## src/rtl/pll_scan_pkg.sv

```systemverilog
package pll_scan_pkg;

    typedef enum logic [3:0] {
        ST_IDLE,
        ST_LEAD,
        ST_SHIFT,
        ST_UPDATE,
        ST_WAIT_RISE,
        ST_WAIT_FALL,
        ST_PLL_RST,
        ST_FINISH,
        ST_FAULT
    } seq_state_t;

endpackage

```

## src/rtl/pll_scan_shifter.sv

```systemverilog
module pll_scan_shifter #(
    parameter int CHAIN_LEN = 144
) (
    input  logic                 clk,
    input  logic                 rst_n,
    input  logic                 load,
    input  logic                 shift,
    input  logic [CHAIN_LEN-1:0] word,
    output logic                 sdo,
    output logic                 last
);
    localparam int IDX_W = (CHAIN_LEN > 2) ? $clog2(CHAIN_LEN) : 1;
    localparam logic [IDX_W-1:0] LAST_IDX = IDX_W'(CHAIN_LEN - 1);

    logic [CHAIN_LEN-1:0] sreg;
    logic [IDX_W-1:0]     bit_idx;

    always_ff @(posedge clk or negedge rst_n) begin
        if (!rst_n) begin
            sreg    <= '0;
            bit_idx <= '0;
        end else if (load) begin
            sreg    <= word;
            bit_idx <= '0;
        end else if (shift) begin
            sreg    <= {1'b0, sreg[CHAIN_LEN-1:1]};
            bit_idx <= bit_idx + 1'b1;
        end
    end

    assign sdo  = sreg[0];
    assign last = (bit_idx == LAST_IDX);

endmodule

```

## src/rtl/pll_scan_timer.sv

```systemverilog
module pll_scan_timer #(
    parameter int LIMIT = 4
) (
    input  logic clk,
    input  logic rst_n,
    input  logic run,
    input  logic clr,
    output logic expired
);
    localparam int CNT_W = $clog2(LIMIT + 1);
    localparam logic [CNT_W-1:0] END_VAL = CNT_W'(LIMIT - 1);

    logic [CNT_W-1:0] cnt;

    always_ff @(posedge clk or negedge rst_n) begin
        if (!rst_n) begin
            cnt <= '0;
        end else if (!run || clr) begin
            cnt <= '0;
        end else if (cnt != END_VAL) begin
            cnt <= cnt + 1'b1;
        end
    end

    assign expired = run && !clr && (cnt == END_VAL);

endmodule

```

## src/rtl/pll_scan_seq.sv

```systemverilog
module pll_scan_seq
    import pll_scan_pkg::*;
#(
    parameter int CHAIN_LEN    = 144,
    parameter int RST_CYCLES   = 4,
    parameter int DONE_TIMEOUT = 1000
) (
    input  logic                 clk,
    input  logic                 rst_n,
    input  logic                 start,
    input  logic [CHAIN_LEN-1:0] cfg_word,
    input  logic                 need_reset,
    input  logic                 scan_done,
    output logic                 scan_en,
    output logic                 scan_data,
    output logic                 cfg_update,
    output logic                 pll_reset,
    output logic                 busy,
    output logic                 complete,
    output logic                 timeout_err
);
    seq_state_t state_q, state_d;
    logic       need_rst_q;
    logic       load_word, shift_bit, last_bit, sdo;
    logic       wait_run, wait_clr, wait_expired;
    logic       rst_run, rst_expired;

    // Serial chain driver: word register plus bit index
    pll_scan_shifter #(.CHAIN_LEN(CHAIN_LEN)) u_shift (
        .clk   (clk),
        .rst_n (rst_n),
        .load  (load_word),
        .shift (shift_bit),
        .word  (cfg_word),
        .sdo   (sdo),
        .last  (last_bit)
    );

    // Handshake watchdog, restarted between the rise and the fall phases
    pll_scan_timer #(.LIMIT(DONE_TIMEOUT)) u_wait_tmr (
        .clk     (clk),
        .rst_n   (rst_n),
        .run     (wait_run),
        .clr     (wait_clr),
        .expired (wait_expired)
    );

    // Synthesizer reset pulse width
    pll_scan_timer #(.LIMIT(RST_CYCLES)) u_rst_tmr (
        .clk     (clk),
        .rst_n   (rst_n),
        .run     (rst_run),
        .clr     (1'b0),
        .expired (rst_expired)
    );

    always_ff @(posedge clk or negedge rst_n) begin
        if (!rst_n) begin
            state_q    <= ST_IDLE;
            need_rst_q <= 1'b0;
        end else begin
            state_q <= state_d;
            if (state_q == ST_IDLE && start) begin
                need_rst_q <= need_reset;
            end
        end
    end

    always_comb begin
        state_d = state_q;
        unique case (state_q)
            ST_IDLE:      if (start) state_d = ST_LEAD;
            ST_LEAD:      state_d = ST_SHIFT;
            ST_SHIFT:     if (last_bit) state_d = ST_UPDATE;
            ST_UPDATE:    state_d = ST_WAIT_RISE;
            ST_WAIT_RISE: begin
                if (scan_done)         state_d = ST_WAIT_FALL;
                else if (wait_expired) state_d = ST_FAULT;
            end
            ST_WAIT_FALL: begin
                if (!scan_done)        state_d = need_rst_q ? ST_PLL_RST : ST_FINISH;
                else if (wait_expired) state_d = ST_FAULT;
            end
            ST_PLL_RST:   if (rst_expired) state_d = ST_FINISH;
            ST_FINISH:    state_d = ST_IDLE;
            ST_FAULT:     state_d = ST_IDLE;
            default:      state_d = ST_IDLE;
        endcase
    end

    always_comb begin
        load_word   = (state_q == ST_IDLE) && start;
        shift_bit   = (state_q == ST_SHIFT);
        wait_run    = (state_q == ST_WAIT_RISE) || (state_q == ST_WAIT_FALL);
        wait_clr    = (state_q == ST_WAIT_RISE) && scan_done;
        rst_run     = (state_q == ST_PLL_RST);
        scan_en     = (state_q == ST_LEAD) || (state_q == ST_SHIFT);
        scan_data   = (state_q == ST_SHIFT) && sdo;
        cfg_update  = (state_q == ST_UPDATE);
        pll_reset   = (state_q == ST_PLL_RST);
        busy        = (state_q != ST_IDLE);
        complete    = (state_q == ST_FINISH);
        timeout_err = (state_q == ST_FAULT);
    end

endmodule

```

## config.mk

```make
export PLATFORM = sky130hd
export DESIGN_NAME = pll_scan_seq
export DESIGN_NICKNAME = d
export VERILOG_FILES = /design/src/rtl/pll_scan_pkg.sv /design/src/rtl/pll_scan_shifter.sv /design/src/rtl/pll_scan_timer.sv /design/src/rtl/pll_scan_seq.sv
export SDC_FILE = /design/constraint.sdc
export NUM_CORES = 1
export LEC_CHECK = 0
export BUFFER_PORTS_ARGS = -buffer_cell sky130_fd_sc_hd__buf_2
export CORE_UTILIZATION = 60
export DETAILED_ROUTE_END_ITERATION = 8
export PLACE_DENSITY = 0.86
export REMOVE_ABC_BUFFERS = 1
export SLEW_MARGIN = 40
export SYNTH_ARGS = -nofsm -noshare
export SYNTH_HDL_FRONTEND = slang
export SYNTH_HIERARCHICAL = 1
export SYNTH_SLANG_ARGS = --single-unit
```

## constraint.sdc

```tcl
create_clock -name clk -period 6.4 [get_ports clk]
set_clock_uncertainty 0.05 [all_clocks]
set_input_delay 1.28 -clock clk [delete_from_list [all_inputs] [get_ports clk]]
set_output_delay 1.28 -clock clk [all_outputs]
set_load 0.02 [all_outputs]
```

==> results.sh <==
export IMPL_outcome="completed"
export IMPL_grt_max_degree=179
export IMPL_fin_crit_sh_pct=48.93
export IMPL_start_kind="register"
export IMPL_cellLeakagePower_nw=3.819
export IMPL_fmax_mhz=319.3
export IMPL_rows=41
export IMPL_drtAntennaViolNets=0
export IMPL_vias=5963
export IMPL_cts_buffers=17
export IMPL_postCtsSetupBuffers=0
export IMPL_drtIter0Drc=419
export IMPL_synth_avg_cell_area_um2=10.27
export IMPL_cpMaxStageDelayCell="dfrtp_1"
export IMPL_min_period_ps=3132
export IMPL_synth_warnings=6
export IMPL_netlist_area_mm2=0.008065
export IMPL_die_width_um=117.9
export IMPL_final_util_pct=73.67
export IMPL_rsz0062_at_grt="no"
export IMPL_vias_per_cell=5.456
export IMPL_cts_tree="done"
export IMPL_syn_instance_count=785
export IMPL_clock_sinks=170
export IMPL_drc=0
export IMPL_async_flop_share_pct=100.0
export IMPL_worst_slew_margin_rel_pct=53.26
export IMPL_yosysUniqueCellTypes=47
export IMPL_grt_pass1_vias=5788
export IMPL_ys_seq_area_share_pct=52.75
export IMPL_total_power_mw=3.877
export IMPL_cp_num_buf_inv=1
export IMPL_antenna_cells=0
export IMPL_grt_total_usage_pct=23.95
export IMPL_syn_to_final_growth_pct=17.61
export IMPL_nNetsFinal=1061
export IMPL_holdWs_ps=464.7
export IMPL_power_density_mw_per_mm2=408.7
export IMPL_hold_class="reg -> reg"
export IMPL_hold_viol=0
export IMPL_tns_ps=0
export IMPL_worstPathArrival_ps=1800
export IMPL_grt_pass1_wl_um=26660
export IMPL_root_buffer="clkbuf_16"
export IMPL_place_port_buffers=155
export IMPL_io_pins=156
export IMPL_firstDrtPassIters=5
export IMPL_antenna_found_initial=0
export IMPL_cp_max_fo=14
export IMPL_dieArea_mm2=0.01391
export IMPL_timing_worst_setup_path_type="reg -> out"
export IMPL_endpoint_kind="output pin"
export IMPL_cp_cell_sequence="nand2b_1, nor3_2, and2_1, buf_2"
export IMPL_synth_edf_count=0
export IMPL_maxCapViolCount=0
export IMPL_htreeDepth=4
export IMPL_finalSetupViolations=0
export IMPL_clock_tree_buffer_depth=2
export IMPL_synth_ff_type="dfrtp_1"
export IMPL_start_util_pct=62.64
export IMPL_clock_latency_ps=420
export IMPL_peakVddDrop_mv=0.2339
export IMPL_dp_hpwl_um=9931
export IMPL_crit_path_start="state_q[0]"
export IMPL_crit_family="simple AND/OR/NAND/NOR gates"
export IMPL_grt_overflow=0
export IMPL_holdBufCountCts=0
export IMPL_routedWlPerCell_um=13.98
export IMPL_regToRegStartpoint="state_q[0]"
export IMPL_cp_required_ps=5070
export IMPL_hp_start="need_rst_q"
export IMPL_clk_pin_slew_ps=60
export IMPL_tightestPinTransition_ps=701.1
export IMPL_dpl_cell_area_mm2=0.008884
export IMPL_gp_congestion=0.7634
export IMPL_cts_resized=0
export IMPL_coreArea_mm2=0.01288
export IMPL_stdcell_area_mm2=0.009485
export IMPL_synth_seq_cells=170
export IMPL_chipHeight_um=117.9
export IMPL_cpPeakStageDelay_ps=520
export IMPL_drt_wl_total_um=15280
export IMPL_maxSlewViolCount=0
export IMPL_drive_above_1_share_pct=21.72
placed cells by master (no fill, tap or decap), drive strengths merged, types with 2 or more instances in the layout:
cell type	count
ha	4
nor3b	4
nand3	4
and2	2
bufinv	2
a31o	2
clkinv	5
nor4b	3
a21oi	11
nand2	155
o31ai	4
nand2b	8
nor2	15
and3	2
mux2i	145
xor2	5
a211oi	2
nand4	6
dfrtp	170
clkbuf	24
or4	4
o21ai	149
buf	161
inv	4
nor3	3
or3	5
mux2	2
o21a	2
nor2b	4
xnor2	3
routing by layer:
metal  track usage [%]  vias to the layer above  share of wire, %
met5                 0                        -                 0
met4             7.532                        0              0.93
met3             5.911                       15               5.2
met2             37.24                      182                47
met1             33.12                     2795                47
li1                  -                     2971                 -
state kept, by name, summed over array words and instances (netlist names):
register / count
state_q: 4
need_rst_q: 1
u_rst_tmr/cnt: 3
u_shift/sreg: 144
u_shift/bit_idx: 8
u_wait_tmr/cnt: 10
worst paths after layout:
check	endpoint	slack [ps]	cells after the start
max in group asynchronous	u_shift/sreg[94]	4210	3
setup / recovery	scan_data	3270	4
min in group asynchronous	u_shift/sreg[119]	700	1
setup reg to reg	u_shift/bit_idx[7]	3350	7
hold / removal	need_rst_q	460	1
hold reg to reg	need_rst_q	460	1
Yosys cell counts, types with 2 or more instances:
| library cell | instances | area, µm² |
|---|---|---|
| o21ai_0 | 149 | 745.7 |
| xor2_1 | 5 | 43.79 |
| dfrtp_1 | 170 | 4254 |
| nand4_1 | 5 | 31.28 |
| mux2i_1 | 145 | 1451 |
| a21oi_1 | 11 | 55.05 |
| a31o_2 | 2 | 17.52 |
| inv_1 | 4 | 15.01 |
| o21a_1 | 2 | 15.01 |
| nor2_1 | 15 | 56.30 |
| or4_1 | 4 | 30.03 |
| o31ai_1 | 4 | 30.03 |
| nand3_1 | 4 | 20.02 |
| buf_2 | 8 | 40.04 |
| nor3b_1 | 4 | 30.03 |
| nor2b_1 | 4 | 25.02 |
| buf_4 | 13 | 97.59 |
| or3_1 | 4 | 25.02 |
| nor4b_1 | 3 | 26.28 |
| clkbuf_1 | 33 | 123.9 |
| nor3_1 | 3 | 15.01 |
| buf_6 | 2 | 22.52 |
| and3_1 | 2 | 12.51 |
| nand2b_1 | 7 | 43.79 |
| xnor2_1 | 3 | 26.28 |
| nand2_1 | 155 | 581.8 |
| ha_1 | 4 | 50.05 |
logic make-up after synthesis:
group	share of synthesized area, %
flops	52.75
other cells	0.04650
xor+xnor	0.8688
simple gates	12.29
compound gates	11.36
fa+ha+maj	0.6206
buf+inv	3.754
mux	18.32
report_power, final:
group | leakage [nW] | switching (mW) | internal [mW]
Sequential | 2.07 | 0.313 | 1.59
Clock | 0.284 | 0.387 | 0.602
Combinational | 1.46 | 0.508 | 0.479
Total | 3.82 | 1.21 | 2.67
cell type report:
cell class	count	area (µm²)
Inverter	4	15.01
Tap cell	172	215.2
Clock inverter	8	92.59
Multi-Input combinational cell	554	3518
Fill cell	949	3391
Clock buffer	24	481.7
Timing Repair Buffer	161	908.4
Sequential cell	170	4254
metrics by stage:
step	worst slack (ps)	std cells
CTS	3238	1092
global route	3133	1093
floorplan	-11070	728
finish	3268	1093
global placement	3231	1058
detailed placement	3196	1060
worst register-to-register path: stages, from the launching register on:
cell and delay, ps:
dfrtp_1 520, nand2b_1 290, nor3_2 250, buf_12 430, buf_16 390, nand4_2 340, or4_1 540, a21oi_1 150
Note: power is estimated with default switching activity, not from simulation.
